==> config.mk <==
export PLATFORM = sky130hd
export DESIGN_NAME = csma_defer_ctrl
export DESIGN_NICKNAME = d
export VERILOG_FILES = /design/src/rtl/csma_pkg.sv /design/src/rtl/csma_lfsr.sv /design/src/rtl/csma_gap_timer.sv /design/src/rtl/csma_backoff.sv /design/src/rtl/csma_defer_ctrl.sv
export SDC_FILE = /design/constraint.sdc
export NUM_CORES = 1
export LEC_CHECK = 0
export BUFFER_PORTS_ARGS = -buffer_cell sky130_fd_sc_hd__buf_2
export CORE_MARGIN = 2
export CORE_UTILIZATION = 55
export DETAILED_ROUTE_END_ITERATION = 7
export GPL_ROUTABILITY_DRIVEN = 0
export PLACE_DENSITY = 0.77
export RECOVER_POWER = 25
export SYNTH_ARGS = -nofsm -noshare
export SYNTH_HDL_FRONTEND = slang
export SYNTH_HIERARCHICAL = 1
export SYNTH_SLANG_ARGS = --single-unit
==> constraint.sdc <==
create_clock -name clk -period 2.3 [get_ports clk]
set_clock_uncertainty 0.15 [all_clocks]
set_input_delay 0.23 -clock clk [delete_from_list [all_inputs] [get_ports clk]]
set_output_delay 0.23 -clock clk [all_outputs]
set_load 0.05 [all_outputs]
==> src/rtl/csma_pkg.sv <==
// Shared types for the deferral and backoff controller.
// Assumes nothing beyond IEEE 1800-2017 packages.
package csma_pkg;

    // Phases of the inter-frame gap timer.
    typedef enum logic [1:0] {
        GAP_PH1  = 2'd0,   // carrier-sensitive phase
        GAP_PH2  = 2'd1,   // carrier-blind phase
        GAP_OPEN = 2'd2    // gap complete, medium may be used
    } gap_phase_e;

endpackage

==> src/rtl/csma_lfsr.sv <==
// Free-running Galois LFSR supplying the low OUT_W bits as a random draw.
// Assumes SEED is nonzero and TAPS describes a maximal-length polynomial.
module csma_lfsr #(
    parameter int          W     = 16,
    parameter int          OUT_W = 10,
    parameter logic [W-1:0] SEED = 16'hACE1,
    parameter logic [W-1:0] TAPS = 16'hB400
) (
    input  logic             clk,
    input  logic             rst_n,
    output logic [OUT_W-1:0] rand_o
);

    logic [W-1:0] state_q;

    // Advance the register by one step on every clock.
    always_ff @(posedge clk) begin
        if (!rst_n) begin
            state_q <= SEED;
        end else begin
            state_q <= (state_q >> 1) ^ (state_q[0] ? TAPS : '0);
        end
    end

    assign rand_o = state_q[OUT_W-1:0];


    lfsr_alive_chk: assert property (@(posedge clk) disable iff (!rst_n)
        state_q != '0);

endmodule

==> src/rtl/csma_gap_timer.sv <==
// Two-phase inter-frame gap timer. Phase one restarts on carrier; phase two
// ignores carrier. Counts only on bit_tick strobes while run is high.
// Assumes restart and run come from the controller and bit_tick is a strobe.
module csma_gap_timer
    import csma_pkg::*;
#(
    parameter int IFG1_BITS = 64,
    parameter int IFG2_BITS = 32
) (
    input  logic clk,
    input  logic rst_n,
    input  logic restart,
    input  logic run,
    input  logic bit_tick,
    input  logic carrier,
    output logic gap_done
);

    localparam int MAXB = (IFG1_BITS > IFG2_BITS) ? IFG1_BITS : IFG2_BITS;
    localparam int CW   = $clog2(MAXB + 1);
    localparam logic [CW-1:0] LAST1 = CW'(IFG1_BITS - 1);
    localparam logic [CW-1:0] LAST2 = CW'(IFG2_BITS - 1);

    gap_phase_e    phase_q;
    logic [CW-1:0] cnt_q;

    // Phase and bit-count sequencing of the gap.
    always_ff @(posedge clk) begin
        if (!rst_n || restart) begin
            phase_q <= GAP_PH1;
            cnt_q   <= '0;
        end else if (run) begin
            case (phase_q)
                GAP_PH1: begin
                    if (carrier) begin
                        cnt_q <= '0;
                    end else if (bit_tick) begin
                        if (cnt_q == LAST1) begin
                            phase_q <= GAP_PH2;
                            cnt_q   <= '0;
                        end else begin
                            cnt_q <= cnt_q + 1'b1;
                        end
                    end
                end
                GAP_PH2: begin
                    if (bit_tick) begin
                        if (cnt_q == LAST2) begin
                            phase_q <= GAP_OPEN;
                            cnt_q   <= '0;
                        end else begin
                            cnt_q <= cnt_q + 1'b1;
                        end
                    end
                end
                default: begin
                    phase_q <= GAP_OPEN;
                end
            endcase
        end
    end

    assign gap_done = (phase_q == GAP_OPEN);


    ph1_carrier_restart_chk: assert property (@(posedge clk) disable iff (!rst_n)
        (phase_q == GAP_PH1 && carrier && run && !restart) |=> (phase_q == GAP_PH1 && cnt_q == '0));


    ph2_carrier_blind_chk: assert property (@(posedge clk) disable iff (!rst_n)
        (phase_q == GAP_PH2 && run && !restart && !(bit_tick && cnt_q == LAST2)) |=> phase_q == GAP_PH2);


    open_after_ph2_chk: assert property (@(posedge clk) disable iff (!rst_n)
        $rose(gap_done) |-> $past(phase_q == GAP_PH2 && cnt_q == LAST2 && bit_tick));

endmodule

==> src/rtl/csma_backoff.sv <==
// Attempt counter and truncated binary exponential backoff wait.
// On start, draws r = rand_in masked to k = min(attempts, MAX_EXP) bits and
// waits r slots of SLOT_BITS ticks. Assumes start and clear_att are pulses.
module csma_backoff #(
    parameter int SLOT_BITS     = 512,
    parameter int MAX_EXP       = 10,
    parameter int ATTEMPT_LIMIT = 16,
    localparam int AW = $clog2(ATTEMPT_LIMIT + 1)
) (
    input  logic               clk,
    input  logic               rst_n,
    input  logic               bit_tick,
    input  logic               start,
    input  logic               clear_att,
    input  logic [MAX_EXP-1:0] rand_in,
    output logic               busy,
    output logic               done,
    output logic [AW-1:0]      att_o,
    output logic               excess
);

    localparam int SW = (SLOT_BITS > 1) ? $clog2(SLOT_BITS) : 1;
    localparam int KW = $clog2(MAX_EXP + 1);
    localparam logic [SW-1:0] SLOT_LAST = SW'(SLOT_BITS - 1);
    localparam logic [AW-1:0] ATT_MAX   = AW'(ATTEMPT_LIMIT);

    logic [AW-1:0]      att_q, att_next;
    logic [KW-1:0]      k_new, k_cur;
    logic [MAX_EXP-1:0] mask, r_q;
    logic [SW-1:0]      slot_q;
    logic               active_q;

    // Next attempt number and the exponent it selects.
    always_comb begin
        att_next = (att_q == ATT_MAX) ? att_q : att_q + 1'b1;
        k_new    = (int'(att_next) > MAX_EXP) ? KW'(MAX_EXP) : KW'(att_next);
        k_cur    = (int'(att_q) > MAX_EXP) ? KW'(MAX_EXP) : KW'(att_q);
        for (int i = 0; i < MAX_EXP; i++) begin
            mask[i] = (i < int'(k_new));
        end
    end

    // Attempt counter: steps on collision, clears on success.
    always_ff @(posedge clk) begin
        if (!rst_n) begin
            att_q <= '0;
        end else if (start) begin
            att_q <= att_next;
        end else if (clear_att) begin
            att_q <= '0;
        end
    end

    // Slot-time wait: count ticks per slot, count slots down from r.
    always_ff @(posedge clk) begin
        if (!rst_n) begin
            active_q <= 1'b0;
            r_q      <= '0;
            slot_q   <= '0;
        end else if (start) begin
            active_q <= 1'b1;
            r_q      <= rand_in & mask;
            slot_q   <= '0;
        end else if (active_q) begin
            if (r_q == '0) begin
                active_q <= 1'b0;
            end else if (bit_tick) begin
                if (slot_q == SLOT_LAST) begin
                    slot_q <= '0;
                    r_q    <= r_q - 1'b1;
                    if (r_q == MAX_EXP'(1)) active_q <= 1'b0;
                end else begin
                    slot_q <= slot_q + 1'b1;
                end
            end
        end
    end

    assign busy   = active_q;
    assign done   = active_q && !start &&
                    ((r_q == '0) || (bit_tick && slot_q == SLOT_LAST && r_q == MAX_EXP'(1)));
    assign att_o  = att_q;
    assign excess = (att_q >= ATT_MAX);


    draw_range_chk: assert property (@(posedge clk) disable iff (!rst_n)
        start |=> ((r_q >> k_cur) == '0));


    slot_hold_chk: assert property (@(posedge clk) disable iff (!rst_n)
        (active_q && r_q != '0 && !bit_tick && !start) |=> (active_q && $stable(r_q) && $stable(slot_q)));


    att_step_chk: assert property (@(posedge clk) disable iff (!rst_n)
        (start && att_q != ATT_MAX) |=> att_q == $past(att_q) + 1'b1);


    att_clear_chk: assert property (@(posedge clk) disable iff (!rst_n)
        (clear_att && !start) |=> att_q == '0);

endmodule

==> src/rtl/csma_defer_ctrl.sv <==
// CSMA/CD transmit gate: inter-frame gap deferral plus collision backoff.
// Assumes collision and tx_ok are single-clock pulses, never together,
// and bit_tick is a one-clock strobe per bit time.
module csma_defer_ctrl #(
    parameter int        IFG1_BITS     = 64,
    parameter int        IFG2_BITS     = 32,
    parameter int        SLOT_BITS     = 512,
    parameter int        MAX_EXP       = 10,
    parameter int        ATTEMPT_LIMIT = 16,
    parameter int        LFSR_W        = 16,
    parameter logic [LFSR_W-1:0] LFSR_SEED = 16'hACE1,
    parameter logic [LFSR_W-1:0] LFSR_TAPS = 16'hB400
) (
    input  logic clk,
    input  logic rst_n,
    input  logic bit_tick,
    input  logic carrier_sense,
    input  logic collision,
    input  logic tx_ok,
    output logic tx_permit,
    output logic backoff_busy,
    output logic excess_col,
    output logic [$clog2(ATTEMPT_LIMIT+1)-1:0] attempt_cnt
);

    logic [MAX_EXP-1:0] rand_draw;
    logic               bo_busy, bo_done, gap_done, gap_restart;

    // Any frame end, collision or backoff completion starts a fresh gap.
    assign gap_restart = tx_ok | collision | bo_done;

    csma_lfsr #(
        .W     (LFSR_W),
        .OUT_W (MAX_EXP),
        .SEED  (LFSR_SEED),
        .TAPS  (LFSR_TAPS)
    ) u_lfsr (
        .clk    (clk),
        .rst_n  (rst_n),
        .rand_o (rand_draw)
    );

    csma_gap_timer #(
        .IFG1_BITS (IFG1_BITS),
        .IFG2_BITS (IFG2_BITS)
    ) u_gap (
        .clk      (clk),
        .rst_n    (rst_n),
        .restart  (gap_restart),
        .run      (!bo_busy),
        .bit_tick (bit_tick),
        .carrier  (carrier_sense),
        .gap_done (gap_done)
    );

    csma_backoff #(
        .SLOT_BITS     (SLOT_BITS),
        .MAX_EXP       (MAX_EXP),
        .ATTEMPT_LIMIT (ATTEMPT_LIMIT)
    ) u_backoff (
        .clk       (clk),
        .rst_n     (rst_n),
        .bit_tick  (bit_tick),
        .start     (collision),
        .clear_att (tx_ok),
        .rand_in   (rand_draw),
        .busy      (bo_busy),
        .done      (bo_done),
        .att_o     (attempt_cnt),
        .excess    (excess_col)
    );

    assign tx_permit    = gap_done && !bo_busy;
    assign backoff_busy = bo_busy;


    reenter_gap_chk: assert property (@(posedge clk) disable iff (!rst_n)
        $fell(backoff_busy) |-> !tx_permit);


    col_blocks_chk: assert property (@(posedge clk) disable iff (!rst_n)
        collision |=> (backoff_busy && !tx_permit));


    permit_hold_chk: assert property (@(posedge clk) disable iff (!rst_n)
        (tx_permit && !collision && !tx_ok) |=> tx_permit);


    excess_level_chk: assert property (@(posedge clk) disable iff (!rst_n)
        (collision && attempt_cnt == ($clog2(ATTEMPT_LIMIT+1))'(ATTEMPT_LIMIT - 1)) |=> excess_col);

endmodule

==> results.sh <==
export IMPL_status="finished, violations left"
export IMPL_violations="negative setup slack"
export IMPL_r2r_cells=11
export IMPL_critPathLaunch="u_backoff/slot_q[1]$_SDFFE_PP0P_"
export IMPL_max_stage_delay_ns=0.34
export IMPL_min_delay_start="rst_n"
export IMPL_dieHeight_um=74.8
export IMPL_setup_viol=9
export IMPL_synth_avg_cell_area_um2=8.95
export IMPL_pre_cts_ws_ns=-0.115
export IMPL_syn_inst=308
export IMPL_area_growth_pct=11.7
export IMPL_viasPerCell=5.77
export IMPL_grt_pass1_vias=1999
export IMPL_grt_first_pass_wirelength_um=9110
export IMPL_worstMarginPinSlew_ns=0.786
export IMPL_fp_dieArea_um2=5590
export IMPL_ys_seq_area_share_pct=36.3
export IMPL_stdcell_count=391
export IMPL_rsz0062_at_grt="yes"
export IMPL_clock_sinks=50
export IMPL_port_buffers=13
export IMPL_cp_start_kind="flop"
export IMPL_synthFlopType="dfxtp_1"
export IMPL_hold_ws_ns=0.0741
export IMPL_synth_edf_count=0
export IMPL_regArea_um2=1010
export IMPL_vdd_drop_max_uv=254
export IMPL_dr_total_vias=2255
export IMPL_rows=25
export IMPL_drv_slew=0
export IMPL_fmax_ghz=0.416
export IMPL_place_inst=378
export IMPL_min_period_over_period_pct=104
export IMPL_ys_types=70
export IMPL_cts_tree="done"
export IMPL_cts_inserted_buffers=5
export IMPL_cp_slowest_cell="dfxtp_2"
export IMPL_drive_gt1_share_pct=25.9
export IMPL_grt_total_usage_pct=20.8
export IMPL_finalWirelength_um=5620
export IMPL_ant_nets=0
export IMPL_cp_arrival_ns=2.49
export IMPL_remaining_drc_errors=0
export IMPL_clk_latency_ns=0.31
export IMPL_cts_clk_slew_worst_paths_ns=0.09
export IMPL_clockBufferDepth=2
export IMPL_n_fill_cell=393
export IMPL_path_cells="ha_4 -> and3_4 -> and3_4 -> ha_4 -> a31oi_1 -> nor3_1 -> nand3_1 -> nor3b_2 -> or3_4 -> or2b_4 -> nor3_2"
export IMPL_routedWlPerCell_um=14.4
export IMPL_n_antenna_cell=0
export IMPL_antenna_found_initial=0
export IMPL_finalCriticalPeriod_ns=2.40
export IMPL_synthArstFlopShare_pct=0
export IMPL_synth_seq_cells=50
export IMPL_hold_viol_final=0
export IMPL_critPathCaptureType="flop"
export IMPL_cts_htree_levels=2
export IMPL_fin_ws_ns=-0.101
export IMPL_r2r_slack_ns=-0.10
export IMPL_grt_max_degree=30
export IMPL_grt_ovfl_total=0
export IMPL_leakage_uw=0.00117
export IMPL_core_um2=4790
export IMPL_crit_required_ns=2.39
export IMPL_synth_nets=321
export IMPL_dp_hpwl_um=3820
export IMPL_die_width_um=74.8
export IMPL_multi_input_area_um2=1650
export IMPL_final_nets=336
export IMPL_r2r_end="u_gap/cnt_q[3]$_SDFFE_PP0P_"
export IMPL_root_buffer="clkbuf_8"
export IMPL_slew_headroom_pct=47.6
export IMPL_first_iter_violations=172
export IMPL_hold_class="input port to flop"
export IMPL_reg2reg_from="u_backoff/slot_q[1]$_SDFFE_PP0P_"
export IMPL_critPathMaxFanout=5
export IMPL_power_density_nw_per_um2=572
export IMPL_drv_cap=0
export IMPL_endpoint="u_gap/cnt_q[3]$_SDFFE_PP0P_"
export IMPL_ios=14
export IMPL_syn_cell_area_um2=2760
export IMPL_start_util_pct=57.6
export IMPL_yosysWarnings=6
export IMPL_drtPass1Iterations=4
export IMPL_critPathKind="flop to flop"
## timing repair
| item | CTS | global route |
|---|---|---|
| setup endpoints to repair | 11 | 22 |
| gates resized for setup | 6 | 5 |
| setup buffers | 3 | 1 |
| pin swaps | 2 | 1 |
| hold endpoints to repair | 0 | 0 |
| hold buffers | 0 | 0 |
| cloned | 1 | 0 |
## flip-flops by register name, summed over array words and instances (netlist names)
register          count
u_lfsr/state_q       16
u_backoff/r_q        10
u_backoff/slot_q      9
u_gap/cnt_q           7
u_backoff/att_o       5
u_gap/phase_q         2
u_backoff/busy        1
## through the flow
stage	TNS, ns	utilization [%]	total power [uW]	area [um2]
after floorplan	-0.423	-	1120	2810
after global placement	-0.132	60.4	1150	2890
after detailed placement	-0.550	60.4	1160	2890
after CTS	-0.456	63.9	1770	3060
after global routing	-2.09	64.3	1840	3080
final	-0.669	64.3	1760	3080
## worst min path at each step
stage	endpoint	cells after the start
after detailed placement	u_lfsr/state_q[11]$_SDFF_PN1_	1
after CTS	u_lfsr/state_q[7]$_SDFF_PN1_	2
after global routing	u_lfsr/state_q[6]$_SDFF_PN1_	2
final	u_lfsr/state_q[7]$_SDFF_PN1_	2
after global placement	u_lfsr/state_q[11]$_SDFF_PN1_	1
after floorplan	u_lfsr/state_q[0]$_SDFF_PN1_	1
## report_power, final
part	switching, uW	internal (uW)	leakage, uW	total (uW)
combinational	131	100	0.000703	231
clock	280	326	0.0000524	606
sequential	26.1	896	0.000411	922
## worst max-delay path, delay by kind of cell (launching register included)
family,cells,cell delay [ns]
and+or+nand+nor,8,1.38
DFF,1,0.34
adders and majority gates,2,0.31
AOI/OAI and AO/OA,1,0.15
## area by class of cell
type | count | area share (%)
well taps | 67 | 2.72
multi-input cells | 227 | 53.7
flip-flops and latches | 50 | 32.8
inverters | 8 | 0.976
repair buffers | 31 | 6.38
clock inverters | 1 | 0.976
clock buffers | 7 | 2.48
## routing by layer
metal,track usage [%],routed length (um),vias up
li1,-,-,1119
met1,27.2,2660,1090
met2,35.3,2730,38
met3,3.61,167,8
met4,6.55,61,0
met5,0,0,-
## synthesized netlist by cell type, drive strengths merged (2+ instances only)
master,instances,share of area (%)
nand2,17,2.3
dfxtp,50,36
and2b,3,0.91
and3b,3,1.1
o221a,2,0.82
or3,3,0.68
clkbuf,7,1.5
nand2b,10,2.5
or2,2,0.45
nor4,3,0.91
a21oi,15,2.7
o21a,2,0.54
o2111ai,3,0.95
buf,17,4.8
nand4,7,1.6
inv,8,1.1
nor2,20,2.7
o21ai,13,2.8
xnor2,7,2.2
and3,13,3.2
a31oi,8,2.6
ha,7,3.2
nand3,8,1.5
nor3,13,2.4
and4,2,0.64
o211ai,4,1.3
xor2,10,3.2
nor2b,9,2.3
or4,3,1.1
nor3b,5,1.5
mux2i,5,1.8
a21o,2,0.59
and2,12,2.8
## cell families after synthesis
group | count (synthesis) | share of synthesized area [%]
simple gates | 139 | 30.7
buf+inv | 32 | 7.35
flops | 50 | 36.3
fa+ha+maj | 7 | 3.18
mux | 6 | 2.22
xor+xnor | 17 | 5.40
compound gates | 57 | 14.8
## cell usage in the layout, fill, tap and decap left out, types with 10 or more instances in the layout
cell	n
a21oi_1	12
nor2_1	20
xor2_1	10
nand2_1	17
o21ai_0	12
dfxtp_1	45
nor3_1	10
buf_4	17
buf_2	13
and2_1	10
Note: power is estimated with default switching activity, not from simulation.
